$ cat src/rtl/ata_hbd_pkg.sv
package ata_hbd_pkg;
    localparam int HA_W   = 11;
    localparam int HD_W   = 16;
    localparam int LANES  = HD_W / 8;
    localparam int TF_W   = 3;

    typedef enum logic [1:0] {
        MODE_MEM = 2'd0,
        MODE_IO  = 2'd1,
        MODE_IDE = 2'd2
    } mode_e;

    typedef enum logic [2:0] {
        SP_NONE   = 3'd0,
        SP_ATTR   = 3'd1,
        SP_COMMON = 3'd2,
        SP_IO     = 3'd3,
        SP_TASK   = 3'd4,
        SP_CTRL   = 3'd5
    } space_e;

    typedef struct packed {
        space_e            space;
        logic [HA_W-1:0]   addr;
        logic [LANES-1:0]  be;
        logic              odd_low;
    } dec_t;

    localparam dec_t DEC_IDLE = '{space: SP_NONE, addr: '0, be: '0, odd_low: 1'b0};

    function automatic mode_e pick_mode(input logic oe_n, input logic io_cfg);
        if (!oe_n)      return MODE_IDE;
        else if (io_cfg) return MODE_IO;
        else            return MODE_MEM;
    endfunction

    // bit 0 = even byte, bit 1 = odd byte
    function automatic logic [LANES-1:0] lane_enables(input logic ce1_n, input logic ce2_n,
                                                      input logic a0);
        logic [LANES-1:0] be;
        be[1] = !ce2_n || (!ce1_n && a0);
        be[0] = !ce1_n && (!a0 || !ce2_n);
        return be;
    endfunction

    function automatic logic [HD_W-1:0] steer_to_port(input logic [HD_W-1:0] bus,
                                                      input logic odd_low);
        return {(odd_low ? bus[7:0] : bus[15:8]), bus[7:0]};
    endfunction

    function automatic logic [HD_W-1:0] steer_to_host(input logic [HD_W-1:0] word,
                                                      input logic odd_low);
        return {word[15:8], (odd_low ? word[15:8] : word[7:0])};
    endfunction
endpackage

$ cat src/rtl/ata_mode_latch.sv
module ata_mode_latch
    import ata_hbd_pkg::*;
(
    input  logic  clk,
    input  logic  rst,
    input  logic  oe_n,
    input  logic  io_cfg,
    output mode_e mode
);
    always_ff @(posedge clk) begin
        if (rst) mode <= pick_mode(oe_n, io_cfg);
    end
endmodule

$ cat src/rtl/ata_space_decode.sv
module ata_space_decode
    import ata_hbd_pkg::*;
(
    input  mode_e            mode,
    input  logic [HA_W-1:0]  addr,
    input  logic             ce1_n,
    input  logic             ce2_n,
    input  logic             reg_n,
    input  logic             mem_stb_n,
    input  logic             io_stb_n,
    output dec_t             dec
);
    logic   any_ce, mem_only, io_only, tf_word;
    space_e sp;

    assign any_ce   = !ce1_n || !ce2_n;
    assign mem_only = !mem_stb_n && io_stb_n;
    assign io_only  = !io_stb_n && mem_stb_n;
    assign tf_word  = (addr[TF_W-1:0] == '0);

    always_comb begin
        sp = SP_NONE;
        unique case (mode)
            MODE_MEM: if (mem_only && any_ce) sp = reg_n ? SP_COMMON : SP_ATTR;
            MODE_IO: begin
                if (io_only && any_ce && !reg_n)       sp = SP_IO;
                else if (mem_only && any_ce && !reg_n) sp = SP_ATTR;
            end
            MODE_IDE: if (!io_stb_n && (ce1_n != ce2_n)) sp = !ce1_n ? SP_TASK : SP_CTRL;
            default: sp = SP_NONE;
        endcase
    end

    always_comb begin
        dec = DEC_IDLE;
        if (sp == SP_TASK || sp == SP_CTRL) begin
            dec.space = sp;
            dec.addr  = {{(HA_W-TF_W){1'b0}}, addr[TF_W-1:0]};
            dec.be    = (sp == SP_TASK && tf_word) ? 2'b11 : 2'b01;
        end else if (sp != SP_NONE) begin
            dec.space   = sp;
            dec.addr    = {addr[HA_W-1:1], 1'b0};
            dec.be      = lane_enables(ce1_n, ce2_n, addr[0]);
            dec.odd_low = !ce1_n && ce2_n && addr[0];
        end
    end
endmodule

$ cat src/rtl/ata_write_capture.sv
module ata_write_capture
    import ata_hbd_pkg::*;
(
    input  logic            clk,
    input  logic            rst,
    input  dec_t            wdec,
    input  logic [HD_W-1:0] din,
    input  logic            stb_idle,
    output logic            wr_en,
    output dec_t            wr_dec,
    output logic [HD_W-1:0] wr_data
);
    dec_t            held;
    logic            held_act;
    logic [HD_W-1:0] held_data;

    always_ff @(posedge clk) begin
        if (rst) begin
            held_act  <= 1'b0;
            held      <= DEC_IDLE;
            held_data <= '0;
            wr_en     <= 1'b0;
            wr_dec    <= DEC_IDLE;
            wr_data   <= '0;
        end else begin
            held_act  <= (wdec.space != SP_NONE);
            held      <= wdec;
            held_data <= steer_to_port(din, wdec.odd_low);
            wr_en     <= held_act && stb_idle;
            if (held_act && stb_idle) begin
                wr_dec  <= held;
                wr_data <= held_data;
            end
        end
    end
endmodule

$ cat src/rtl/ata_host_decoder.sv
module ata_host_decoder
    import ata_hbd_pkg::*;
(
    input  logic             clk,
    input  logic             rst,
    input  logic             cfg_io,
    input  logic [HA_W-1:0]  host_addr,
    input  logic             host_ce1_n,
    input  logic             host_ce2_n,
    input  logic             host_reg_n,
    input  logic             host_oe_n,
    input  logic             host_we_n,
    input  logic             host_iord_n,
    input  logic             host_iowr_n,
    input  logic [HD_W-1:0]  host_din,
    output logic [HD_W-1:0]  host_dout,
    output logic             host_doe,
    output logic             host_inpack_n,
    output logic             host_iois16_n,
    output logic [1:0]       mode_o,
    output logic             rd_en,
    output logic [2:0]       rd_space,
    output logic [HA_W-1:0]  rd_addr,
    output logic [LANES-1:0] rd_be,
    input  logic [HD_W-1:0]  rd_data,
    output logic             wr_en,
    output logic [2:0]       wr_space,
    output logic [HA_W-1:0]  wr_addr,
    output logic [LANES-1:0] wr_be,
    output logic [HD_W-1:0]  wr_data
);
    mode_e mode;
    dec_t  dec [2];
    dec_t  wr_dec;
    logic  mem_stb [2];
    logic  io_stb  [2];
    logic  wr_idle, rhit;

    assign mem_stb[0] = host_oe_n;
    assign mem_stb[1] = host_we_n;
    assign io_stb[0]  = host_iord_n;
    assign io_stb[1]  = host_iowr_n;

    ata_mode_latch u_mode (
        .clk(clk), .rst(rst), .oe_n(host_oe_n), .io_cfg(cfg_io), .mode(mode)
    );

    // index 0 decodes reads, index 1 decodes writes
    for (genvar g = 0; g < 2; g++) begin : g_dir
        ata_space_decode u_dec (
            .mode(mode), .addr(host_addr), .ce1_n(host_ce1_n), .ce2_n(host_ce2_n),
            .reg_n(host_reg_n), .mem_stb_n(mem_stb[g]), .io_stb_n(io_stb[g]),
            .dec(dec[g])
        );
    end

    assign wr_idle = (mode == MODE_IDE) ? host_iowr_n : (host_we_n && host_iowr_n);

    ata_write_capture u_wcap (
        .clk(clk), .rst(rst), .wdec(dec[1]), .din(host_din), .stb_idle(wr_idle),
        .wr_en(wr_en), .wr_dec(wr_dec), .wr_data(wr_data)
    );

    assign rhit      = (dec[0].space != SP_NONE);
    assign rd_en     = rhit;
    assign rd_space  = dec[0].space;
    assign rd_addr   = dec[0].addr;
    assign rd_be     = dec[0].be;
    assign host_doe  = rhit;
    assign host_dout = rhit ? steer_to_host(rd_data, dec[0].odd_low) : '0;

    assign wr_space  = wr_dec.space;
    assign wr_addr   = wr_dec.addr;
    assign wr_be     = wr_dec.be;
    assign mode_o    = mode;

    assign host_inpack_n = !(mode == MODE_IO && dec[0].space == SP_IO);

    always_comb begin
        unique case (mode)
            MODE_IO:  host_iois16_n = !((!host_ce1_n || !host_ce2_n) && !host_reg_n
                                        && host_addr[TF_W-1:0] == '0);
            MODE_IDE: host_iois16_n = !(!host_ce1_n && host_ce2_n
                                        && host_addr[TF_W-1:0] == '0);
            default:  host_iois16_n = 1'b0;
        endcase
    end
endmodule

$ cat config.mk
export PLATFORM = sky130hd
export DESIGN_NAME = ata_host_decoder
export DESIGN_NICKNAME = d
export VERILOG_FILES = /design/src/rtl/ata_hbd_pkg.sv /design/src/rtl/ata_mode_latch.sv /design/src/rtl/ata_space_decode.sv /design/src/rtl/ata_write_capture.sv /design/src/rtl/ata_host_decoder.sv
export SDC_FILE = /design/constraint.sdc
export NUM_CORES = 1
export LEC_CHECK = 0
export ABC_AREA = 1
export BUFFER_PORTS_ARGS = -buffer_cell sky130_fd_sc_hd__buf_4
export CAP_MARGIN = 0
export CORE_MARGIN = 3
export CORE_UTILIZATION = 50
export CTS_CLUSTER_SIZE = 25
export DETAILED_ROUTE_END_ITERATION = 10
export PLACE_DENSITY = 0.84
export SETUP_SLACK_MARGIN = 0.5
export SLEW_MARGIN = 20
export SYNTH_ARGS = -nofsm -noshare
export SYNTH_HDL_FRONTEND = slang
export SYNTH_HIERARCHICAL = 1
export SYNTH_SLANG_ARGS = --single-unit
$ cat constraint.sdc
create_clock -name clk -period 2.5 [get_ports clk]
set_clock_uncertainty 0.2 [all_clocks]
set_input_delay 0.25 -clock clk [delete_from_list [all_inputs] [get_ports clk]]
set_output_delay 0.25 -clock clk [all_outputs]
set_load 0.01 [all_outputs]
# Word-level counts from Yosys, hierarchy flattened
# Index checks and enable logic that the tools add are counted.
[word_totals]
regBits = 68
word_cells = 96
output_inout_bits = 71
[op_classes]
n_eq_ne = 8
n_reduce_logical = 49
mux = 26
n_bitwise = 1
[ops]
columns = ["operator", "count"]
rows = [
  ["16-bit 2-to-1 mux", 3],
  ["17-bit 2-to-1 mux", 2],
  ["1-bit logical AND", 26],
  ["3-bit one-hot mux with 3 select lines", 2],
  ["8-bit 2-to-1 mux", 2],
  ["3-bit 2-to-1 mux", 5],
  ["3-bit equality test (second input constant)", 4],
  ["3-bit nonzero test", 4],
  ["1-bit zero test", 11],
  ["2-bit 2-to-1 mux", 4],
  ["1-bit 2-to-1 mux", 7],
  ["1-bit logical OR", 5],
  ["3-bit by 2-bit equality test with 1-bit output (second input constant)", 1],
  ["3-bit zero test", 1],
  ["3-bit OR reduction", 1],
  ["2-bit by 1-bit equality test with 1-bit output (second input constant)", 1],
  ["2-bit equality test (second input constant)", 1],
  ["2-bit zero test", 1],
  ["1-bit one-hot mux with 2 select lines", 1],
  ["1-bit inequality test", 1],
  ["1-bit NOT", 1],
]

# Longest topological paths before layout
# Gate-level depths: netlist of the first run.
[logic_depth]
depth_word = 14
ltp_mapped = 13

# By module
# Netlist of the first run, hierarchy kept.
[by_module_without_submodules]
columns = ["module", "area_per_inst_um2", "instances", "cells_each"]
rows = [
  ["ata_write_capture", 2516.2, 1, 326],
  ["ata_space_decode", 317.8, 2, 65],
  ["ata_host_decoder", 382.9, 1, 65],
  ["ata_mode_latch", 71.3, 1, 5],
]

# Worst setup path before layout of the first run
# OpenSTA, ideal clock, no wires.
[synth_timing]
path_kind = "input-to-output"
startpoint = "in host_ce1_n"
endpoint = "out host_dout[0]"
slack_ns = 0.375
path_buffers = 1
t_arrival_ns = 1.675
stages = 12
path_cell_list = "inv_1 ha_1 nor2_1 nand2_2 inv_1 nor2_1 nand2_1 inv_1 buf_6 mux2_4 nand2_1 inv_1"
[synth_via]
elab_chain_cells = 12
word_cells_on_any_way = 26
cone_classes = "3 x eq/ne; 11 x mux; 12 x reduce/logical"
[synth_rtl]
columns = ["item", "line_no", "text"]
rows = [
  ["start: declaration", "ata_host_decoder.sv:8", "input logic host_ce1_n,"],
  ["1-bit zero test", "n/a", ""],
  ["1-bit logical OR", "ata_space_decode.sv:16", "assign any_ce = !ce1_n || !ce2_n;"],
  ["1-bit logical AND", "ata_space_decode.sv:24, ata_space_decode.sv:27", ""],
  ["1-bit logical AND", "ata_space_decode.sv:27", "else if (mem_only && any_ce && !reg_n) sp = SP_ATTR;"],
  ["1-bit 2-to-1 mux", "ata_space_decode.sv:27", ""],
  ["3-bit 2-to-1 mux", "ata_space_decode.sv:26", "if (io_only && any_ce && !reg_n) sp = SP_IO;"],
  ["3-bit one-hot mux with 3 select lines *", "ata_space_decode.sv:23", "unique case (mode)"],
  ["3-bit nonzero test / 3-bit equality test (equally long branches)", "ata_space_decode.sv:40, ata_space_decode.sv:36", ""],
  ["17-bit 2-to-1 mux / 1-bit logical OR (equally long branches)", "ata_space_decode.sv:40, ata_space_decode.sv:36", ""],
  ["16-bit 2-to-1 mux *", "ata_space_decode.sv:36", "if (sp == SP_TASK || sp == SP_CTRL) begin"],
  ["named net rd_space[2]", "ata_host_decoder.sv:22", "output logic [2:0] rd_space,"],
  ["3-bit nonzero test *", "ata_host_decoder.sv:64", "assign rhit = (dec[0].space != SP_NONE);"],
  ["16-bit 2-to-1 mux *", "ata_host_decoder.sv:70", "assign host_dout = rhit ? steer_to_host(rd_data, dec[0].odd_low) : '0;"],
  ["end: declaration", "ata_host_decoder.sv:16", "output logic [HD_W-1:0] host_dout,"],
]
# The timed path passes the listed nets; every way through them passes the cells marked *.

==> results of run 1 <==
registers in the layout (all words and copies together) (netlist names):
register / flops
u_wcap/wr_en: 1
u_wcap/wr_dec: 16
u_wcap/wr_data: 16
u_mode/mode: 2
u_wcap/held: 16
u_wcap/held_data: 16
u_wcap/held_act: 1
repair_timing:
item | 4_1_cts | 5_1_grt
resized for setup | 40 | 32
endpoints found under the hold margin | 23 | 0
setup buffers | 8 | 9
setup endpoints to repair | 41 | 74
cloned | 2 | 9
hold buffers | 24 | 0
pin swaps | 11 | 9
how the worst max path moves through the flow:
| stage | from | to | depth (start not counted) |
|---|---|---|---|
| 2_1_floorplan | u_mode/mode[0] | host_dout[0] | 12 |
| 3_3_place_gp | host_ce2_n | host_dout[2] | 14 |
| 3_5_place_dp | host_ce2_n | host_dout[5] | 14 |
| 4_1_cts | u_mode/mode[0] | host_dout[5] | 12 |
| 5_1_grt | u_mode/mode[0] | host_dout[7] | 13 |
| 6_report | u_mode/mode[0] | host_dout[4] | 13 |
layout make-up:
| class | count | area, µm² |
|---|---|---|
| clock buffer | 11 | 141.4 |
| clock inverter | 5 | 82.58 |
| fill | 470 | 1315 |
| inverter | 126 | 488.0 |
| multi-input combinational | 310 | 1717 |
| sequential | 68 | 1381 |
| tap | 96 | 120.1 |
| timing repair buffer | 178 | 1579 |
| timing repair inverter | 1 | 7.507 |
through the flow:
step	setup slack, ps	setup TNS (ps)	util [%]	instance area, µm²	cells
after CTS	-62.98	-466.4	75.68	5170	777
after detailed placement	54.90	0	66.06	4513	727
after global routing	-231.1	-3338	80.75	5517	795
final	-119.4	-1521	80.75	5517	795
after floorplan	392.5	0	-	3568	518
after global placement	109.6	0	66.06	4513	727
report_power, final:
part,total (W),switching [W],leakage (nW),internal (W)
Sequential,0.00116,0.0000253,0.558,0.00113
Clock,0.00102,0.000426,0.110,0.000593
Combinational,0.000587,0.000302,2.44,0.000286
Total,0.00276,0.000753,3.11,0.00201
layout by cell type, fill, tap and decap left out, types with 2 or more instances in the layout:
master and n:
o21ai_2 2, clkinvlp_4 2, nor3_1 2, nand2_2 18, clkbuf_8 10, nor2_1 102
clkbuf_16 4, ha_1 4, buf_12 3, mux2_4 8, edfxtp_1 2, nand3_2 7
inv_4 5, inv_6 2, o21ai_0 2, nor3_2 2, inv_1 109, buf_4 128
nor2_4 7, dlygate4sd3_1 24, nand2_1 85, bufinv_16 2, buf_6 18, a21oi_1 3
nor2_2 42, dfxtp_1 66, nand2_4 5, o21ai_1 6, inv_2 12, nand3_1 6
metal layers:
metal | up-vias | routed length [µm]
met5 | - | 0
met4 | 0 | 354
met3 | 34 | 869
met2 | 173 | 5801
met1 | 1655 | 4080
li1 | 1840 | -
worst reg2reg max path, delay by kind of cell, from the launching register on:
| kind | cells | cell delay, ps |
|---|---|---|
| buf+inv | 4 | 500 |
| flops | 1 | 500 |
| simple gates | 7 | 700 |
| compound gates | 1 | 170 |
==> flow_summary.toml, run 1 <==
[outcome]
status = "complete, but fails checks"
violations = "negative setup slack"

[setup_path]
r2r_cells = 12
crit_top_cell = "nand2_2"
crit_fanout = 8
start_kind = "register"
path_class = "register to primary output"
timing.rr.end = "u_wcap/held_data[10]"
rrSetupSlack_ps = 350
crit_chain = "nand2_1 > inv_1 > nand3_2 > nand2_2 > nor2_4 > nand3_2 > nand2_2 > inv_2 > buf_12 > mux2_4 > nand2_2 > inv_2 > buf_6"
r2r-start = "u_mode/mode[0]"
cp-end-kind = "primary output"
cp.arrival_ps = 2170
worst-path-buf-inv = 5
cp_slowest_cell = "edfxtp_1"
max_stage_delay_ps = 500
cp.required_ps = 2050
crit_family = "simple AND/OR/NAND/NOR gates"

[sta]
tightest_slew_ps = 400.9
grt_setup_unrepaired = "true"
hold_slack_ps = 22.77
finalHoldViolations = 0
relSlewSlack_pct = 73.28
finalCritPeriodShare_pct = 104.8
fmax_ghz = 0.3818
slew_viol_final = 0
timing.final.ws_setup_ps = -119.4
min_period_ps = 2619
setup_violations = 16

[pwr]
peakVddDrop_mv = 0.2626
finalPower_w = 0.002763
powerDensity_nw_per_um2 = 500.9
power.leakage_nw = 3.110

[floorplanning]
io_pins = 124
initial_utilization_pct = 51.87
rows = 30
dieArea_um2 = 8133
design.core.area_um2 = 6832
die_x_um = 90.19
die_y_um = 90.19

[finish]
synthToLayoutAreaGrowth_pct = 55.69
layout.nets = 753
n_antenna_cell = 0
drive_gt1_share_pct = 40.77

[clock_network]
clk_latency_ps = 340
cts_tree = "built"
cts_htree_levels = 3
cts_buffers = 9
root_buffer = "clkbuf_8"
path_clk_slew_ps = 70
clock_sinks = 68
clockBufferDepth = 2

[yosys]
synth_nets = 577
ys_warn_count = 6
synth.avg_cell_area_um2 = 6.841
syn_area_um2 = 3543
syn_inst = 518

[grt]
grt_pass1_vias = 3678
track_usage_pct = 25.14
antenna_found_initial = 0
grt.overflow.total = 0
busiest_layer = "met2"
grt_max_degree = 47
use_met2_pct = 45.61
grt_use_met1_pct = 25.59
grt_util_met3_pct = 7.699
grt_pass1_wl_um = 16630

[routing]
routedWlPerCell_um = 13.97
vias_per_cell = 4.657
dr.pass1.iters = 4
routed_wirelength_um = 11110
drtIter0Drc = 163
num_vias = 3702
postRouteAntennaNets = 0
drc_errors = 0

[hold_path]
min_from = "host_addr[9]"
min_path_cells = 5
min_delay_worst_endpoint = "u_wcap/held[12]"
hold_path_class = "input pin to register"

[placed_design]
gp_congestion = 0.8897
io_buffers = 123
hpwl_um = 6298

[job]
maxCapViolCount = 0
Note: power is estimated with default switching activity, not from simulation.
==> run 2: changes to the inputs <==
--- a/config.mk
+++ b/config.mk
@@ -8,11 +8,13 @@
 export ABC_AREA = 1
 export BUFFER_PORTS_ARGS = -buffer_cell sky130_fd_sc_hd__buf_4
 export CAP_MARGIN = 0
+export CELL_PAD_IN_SITES_DETAIL_PLACEMENT = 0
+export CELL_PAD_IN_SITES_GLOBAL_PLACEMENT = 2
 export CORE_MARGIN = 3
-export CORE_UTILIZATION = 50
+export CORE_UTILIZATION = 26
 export CTS_CLUSTER_SIZE = 25
 export DETAILED_ROUTE_END_ITERATION = 10
-export PLACE_DENSITY = 0.84
+export PLACE_DENSITY = 0.83
 export SETUP_SLACK_MARGIN = 0.5
 export SLEW_MARGIN = 20
 export SYNTH_ARGS = -nofsm -noshare
==> run 2 against run 1 <==
Against the previous run: the flow still finishes with violations (negative setup slack); clock-buffer cell count unchanged; cell count up 10%; flip-flop and latch count unchanged; cell area up 11%; critical path type unchanged; critical endpoint is now host_dout[7].
==> flow_summary.toml, run 2 (same netlist as run 1, synthesis figures left out) <==
[grt]
grt_pass1_wl_um = 16660
grt_max_degree = 41
grt.overflow.total = 0
antenna_found_initial = 0
grt_pass1_vias = 3438
track_usage_pct = 14.26

[sta]
fmax_ghz = 0.3948
grt_setup_unrepaired = "true"
finalHoldViolations = 0
slew_viol_final = 0
timing.final.ws_setup_ps = -33.18
relSlewSlack_pct = 68.68
hold_slack_ps = 17.00
finalCritPeriodShare_pct = 101.3
fin_setup_tns_ps = -214.0
tightest_slew_ps = 469.8
min_period_ps = 2533
setup_violations = 10

[finish]
synthToLayoutAreaGrowth_pct = 72.78
stdcell_count = 875
drive_gt1_share_pct = 45.35
final_common_cell = "buf_4"
n_antenna_cell = 0
layout_common_cells = "buf_4 (123), inv_1 (107), nor2_1 (93), nand2_1 (76), dfxtp_1 (66)"
layout.nets = 753

[clock_network]
clock_sinks = 68
path_clk_slew_ps = 60
cts_htree_levels = 3
root_buffer = "clkbuf_16"
clk_latency_ps = 330
cts_tree = "built"
cts_buffers = 9
clockBufferDepth = 2

[hold_path]
hold_path_class = "input pin to register"

[setup_path]
path_class = "register to primary output"
start_kind = "register"
cp-end-kind = "primary output"
crit_chain = "inv_2 > nor2_4 > nand3_2 > nand2_2 > nor2_4 > nand3_2 > nand2_2 > inv_2 > buf_12 > mux2_4 > nand2_2 > inv_2 > buf_6"
cp.required_ps = 2050
cp.arrival_ps = 2080
max_stage_delay_ps = 480
cp_slowest_cell = "edfxtp_1"
worst-path-buf-inv = 5
crit_fanout = 8
crit_family = "simple AND/OR/NAND/NOR gates"

[routing]
drc_errors = 0
routed_wirelength_um = 10790
drtIter0Drc = 143
routedWlPerCell_um = 12.33
dr.pass1.iters = 4
num_vias = 3556
vias_per_cell = 4.064
postRouteAntennaNets = 0

[pwr]
power.leakage_nw = 3.210
peakVddDrop_mv = 0.2645
powerDensity_nw_per_um2 = 524.4

[floorplanning]
io_pins = 124
design.core.area_um2 = 13300
dieArea_um2 = 15070
die_x_um = 122.7
rows = 42
initial_utilization_pct = 26.65
die_y_um = 122.7

[placed_design]
dp_cells = 807
hpwl_um = 6666
dp_slack_ps = 47.39
gp_congestion = 0.8842
io_buffers = 123

[job]
maxCapViolCount = 0

[outcome]
status = "complete, but fails checks"
violations = "negative setup slack"
## run 2: cell count changes in the layout (fill, tap and decap cells not counted), sizes merged
cell / delta
buf: +15
dlygate4sd3: -8
clkbuf: -4
clkinv: +4
inv: -3
clkinvlp: -2
nand2: -2
## run 2: worst reg2reg max path, stage by stage (launching register included)
cell	delay, ps
edfxtp_1	500
buf_4	180
buf_4	120
buf_6	110
buf_6	120
inv_4	50
ha_4	130
o21a_1	170
nand2_4	120
buf_12	170
buf_16	160
nor2_4	110
nor2_1	40
## run 2: metrics by stage
stage	instance area [µm²]	total power [W]	utilization (%)
finish	6122	0.003210	46.05
global route	6122	0.003370	46.05
CTS	5843	0.003199	43.95
detailed placement	4613	0.001630	34.70
global placement	4613	0.001628	34.70
floorplan	3568	0.001424	-
## run 2: final timing paths
check                       from              endpoint  slack [ps]  cells past startpoint
max               u_mode/mode[1]          host_dout[7]         -30                     13
min                 host_din[14]  u_wcap/held_data[14]          20                      3
max reg2reg       u_mode/mode[0]     u_wcap/wr_data[4]         210                     12
min reg2reg  u_wcap/held_data[6]     u_wcap/wr_data[6]         260                      2
## run 2: repair_timing
| item | in CTS | in global routing |
|---|---|---|
| setup buffers | 19 | 10 |
| resized for setup | 113 | 50 |
| pin swaps | 51 | 13 |
| endpoints found under the setup margin | 73 | 89 |
| hold buffers | 16 | 0 |
| gates cloned | 7 | 0 |
| hold endpoints to repair | 16 | 0 |
## run 2: final cells by class
type	count	area [µm²]
clock inverters	5	82.58
flip-flops and latches	68	1381
repair buffers	181	1705
fillers	1309	7173
clock buffers	11	254.0
well taps	176	220.2
multi-input cells	308	1971
inverters	126	508.0
## run 2: where the power goes
group | internal [W] | total, W | switching [W]
clock | 0.000935 | 0.00140 | 0.000464
sequential | 0.00113 | 0.00116 | 0.0000311
combinational | 0.000330 | 0.000647 | 0.000317
total | 0.00240 | 0.00321 | 0.000812
## run 2: layer usage
| metal | GRT usage [%] | routed length, µm | part of all wire, % |
|---|---|---|---|
| met5 | 0 | 0 | 0 |
| met4 | 5.668 | 172 | 1.6 |
| met3 | 4.700 | 931 | 8.6 |
| met2 | 23.98 | 5077 | 47 |
| met1 | 16.70 | 4607 | 43 |
==> run 3: changes to the inputs <==
--- a/config.mk
+++ b/config.mk
@@ -11,10 +11,10 @@
 export CELL_PAD_IN_SITES_DETAIL_PLACEMENT = 0
 export CELL_PAD_IN_SITES_GLOBAL_PLACEMENT = 2
 export CORE_MARGIN = 3
-export CORE_UTILIZATION = 26
+export CORE_UTILIZATION = 28
 export CTS_CLUSTER_SIZE = 25
 export DETAILED_ROUTE_END_ITERATION = 10
-export PLACE_DENSITY = 0.83
+export PLACE_DENSITY = 0.88
 export SETUP_SLACK_MARGIN = 0.5
 export SLEW_MARGIN = 20
 export SYNTH_ARGS = -nofsm -noshare
==> constraint.sdc (replaced) <==
create_clock -name clk -period 3.11 [get_ports clk]
set_clock_uncertainty 0.2 [all_clocks]
set_input_delay 0.311 -clock clk [delete_from_list [all_inputs] [get_ports clk]]
set_output_delay 0.311 -clock clk [all_outputs]
set_load 0.01 [all_outputs]
==> run 3 against run 2 <==
Against the previous run: the flow now finishes without violations; via count shrank 6.7%; combinational power fell by 38%; sequential share of layout area grew 4.0 points; worst setup slack improved by 450 ps; hold slack worse by 5.8 ps; non-clock buffer count shrank 34; routed wire length down 15%; global-route usage is 1.2 points lower; critical path depth shrank 2; utilization is 3.5 points lower; clock power shrank 21%; flip-flop and latch count stayed put; critical path type unchanged; largest power group unchanged.
==> flow_summary.toml, run 3 (same netlist as run 1, synthesis figures left out) <==
[sta]
grt_setup_unrepaired = "true"
finalHoldViolations = 0
fmax_ghz = 0.3710
setup_violations = 0
finalCritPeriodShare_pct = 86.66
slew_viol_final = 0
timing.final.ws_setup_ps = 414.9
relSlewSlack_pct = 58.64
fin_setup_tns_ps = 0
min_period_ps = 2695
tightest_slew_ps = 618.2

[floorplanning]
die_y_um = 118.5
design.core.area_um2 = 12210
initial_utilization_pct = 29.02
dieArea_um2 = 14040
io_pins = 124
die_x_um = 118.5
rows = 40

[placed_design]
hpwl_um = 6629
io_buffers = 123
gp_congestion = 0.8629
dp_slack_ps = 345.1

[routing]
drc_errors = 0
dr.pass1.iters = 7
vias_per_cell = 3.983
drtIter0Drc = 152
routedWlPerCell_um = 11.04
routed_wirelength_um = 9200
postRouteAntennaNets = 0
num_vias = 3318

[clock_network]
clock_sinks = 68
clk_latency_ps = 330
root_buffer = "clkbuf_16"
cts_tree = "built"
path_clk_slew_ps = 60
cts_htree_levels = 3
cts_buffers = 9
clockBufferDepth = 2

[grt]
grt_pass1_vias = 3301
grt_pass1_wl_um = 15170
grt_max_degree = 41
antenna_found_initial = 0
track_usage_pct = 13.06
grt.overflow.total = 0

[setup_path]
crit_fanout = 8
cp-end-kind = "primary output"
cp.arrival_ps = 2180
path_class = "register to primary output"
start_kind = "register"
cp.required_ps = 2600

[pwr]
peakVddDrop_mv = 0.2514
switchingPower_w = 0.0006167
p_comb_share_pct = 16.6
power.leakage_nw = 2.945
power_frac_seq_pct = 38.3
p_clk_share_pct = 45.1
cellInternalPower_w = 0.001809
powerDensity_nw_per_um2 = 466.8
power.share.switching_pct = 25.42

[finish]
layout.nets = 719
final_common_cell = "buf_4"
drive_gt1_share_pct = 39.10
layout_common_cells = "buf_4 (132), inv_1 (113), nor2_1 (101), nand2_1 (88), dfxtp_1 (66)"
nFillCells = 1278
n_antenna_cell = 0
synthToLayoutAreaGrowth_pct = 46.68

[job]
maxCapViolCount = 0

[outcome]
status = "finished, final reports clean"

[hold_path]
hold_path_class = "input pin to register"
==> run 3: cell types whose count changed in the layout (fill, tap and decap cells not counted), moves of 7 or more <==
cell / change
nor2_1: +8
buf_4: +9
buf_6: -21
nand2_1: +12
dlygate4sd3_1: -13
nor2_2: +35
buf_16: -7
nor2_4: -43
nand2_2: -12
==> run 3: worst paths after layout <==
kind                         end  depth (start not counted)  slack [ps]      startpoint
max reg2reg    u_wcap/wr_dec[11]                         10         760  u_mode/mode[0]
max                   rd_addr[4]                         11         410  u_mode/mode[0]
min          u_wcap/held_data[6]                          3          10     host_din[6]
min reg2reg     u_wcap/wr_dec[2]                          2         250  u_wcap/held[2]
==> run 3: layer usage <==
layer	routed length [µm]	track usage [%]	vias up
li1	-	-	1766
met1	4043	15.53	1421
met2	4231	22.51	121
met3	844	4.928	10
met4	81	2.679	0
met5	0	0	-
==> run 3: critical path, cell delays in order (launching register included) <==
cell and delay (ps):
edfxtp_1 480, nor2_4 190, nand3_2 90, buf_4 140
buf_4 120, buf_4 120, buf_4 120, buf_4 130
nand4_4 110, nand2_4 120, nor2_1 110, buf_4 130
==> run 3: repair_timing <==
action	4_1_cts	5_1_grt
hold buffers	3	0
buffers inserted	11	8
setup endpoints to repair	16	26
pin swaps	5	9
resized for setup	15	40
hold endpoints to repair	3	0
==> run 3: power by group through the flow <==
stage,registers [W],clock network [W],logic [W]
finish,0.000929,0.00110,0.000402
global placement,0.000949,0,0.000348
CTS,0.000929,0.00113,0.000373
global route,0.000932,0.00117,0.000449
detailed placement,0.000951,0,0.000346
floorplan,0.000954,0,0.000183
==> run 3: metrics by stage <==
stage                     power [W]  hold WS (ps)  cell area, µm²  std cells  utilization (%)
after floorplan            0.001137         218.0            3543        518                -
after global placement     0.001297         235.7            4548        795            37.24
after detailed placement   0.001297         241.5            4548        795            37.24
after CTS                  0.002435         2.448            5034        825            41.22
after global routing       0.002548         9.934            5197        833            42.56
final                      0.002426         11.16            5197        833            42.56
==> run 3: final cells by class <==
type / count / area [µm²] / area share [%]
flip-flops and latches: 68 / 1381 / 26.58
multi-input cells: 308 / 1627 / 31.30
repair buffers: 147 / 1174 / 22.58
well taps: 168 / 210.2 / 4.044
clock inverters: 7 / 98.84 / 1.902
inverters: 126 / 481.7 / 9.268
clock buffers: 9 / 225.2 / 4.333
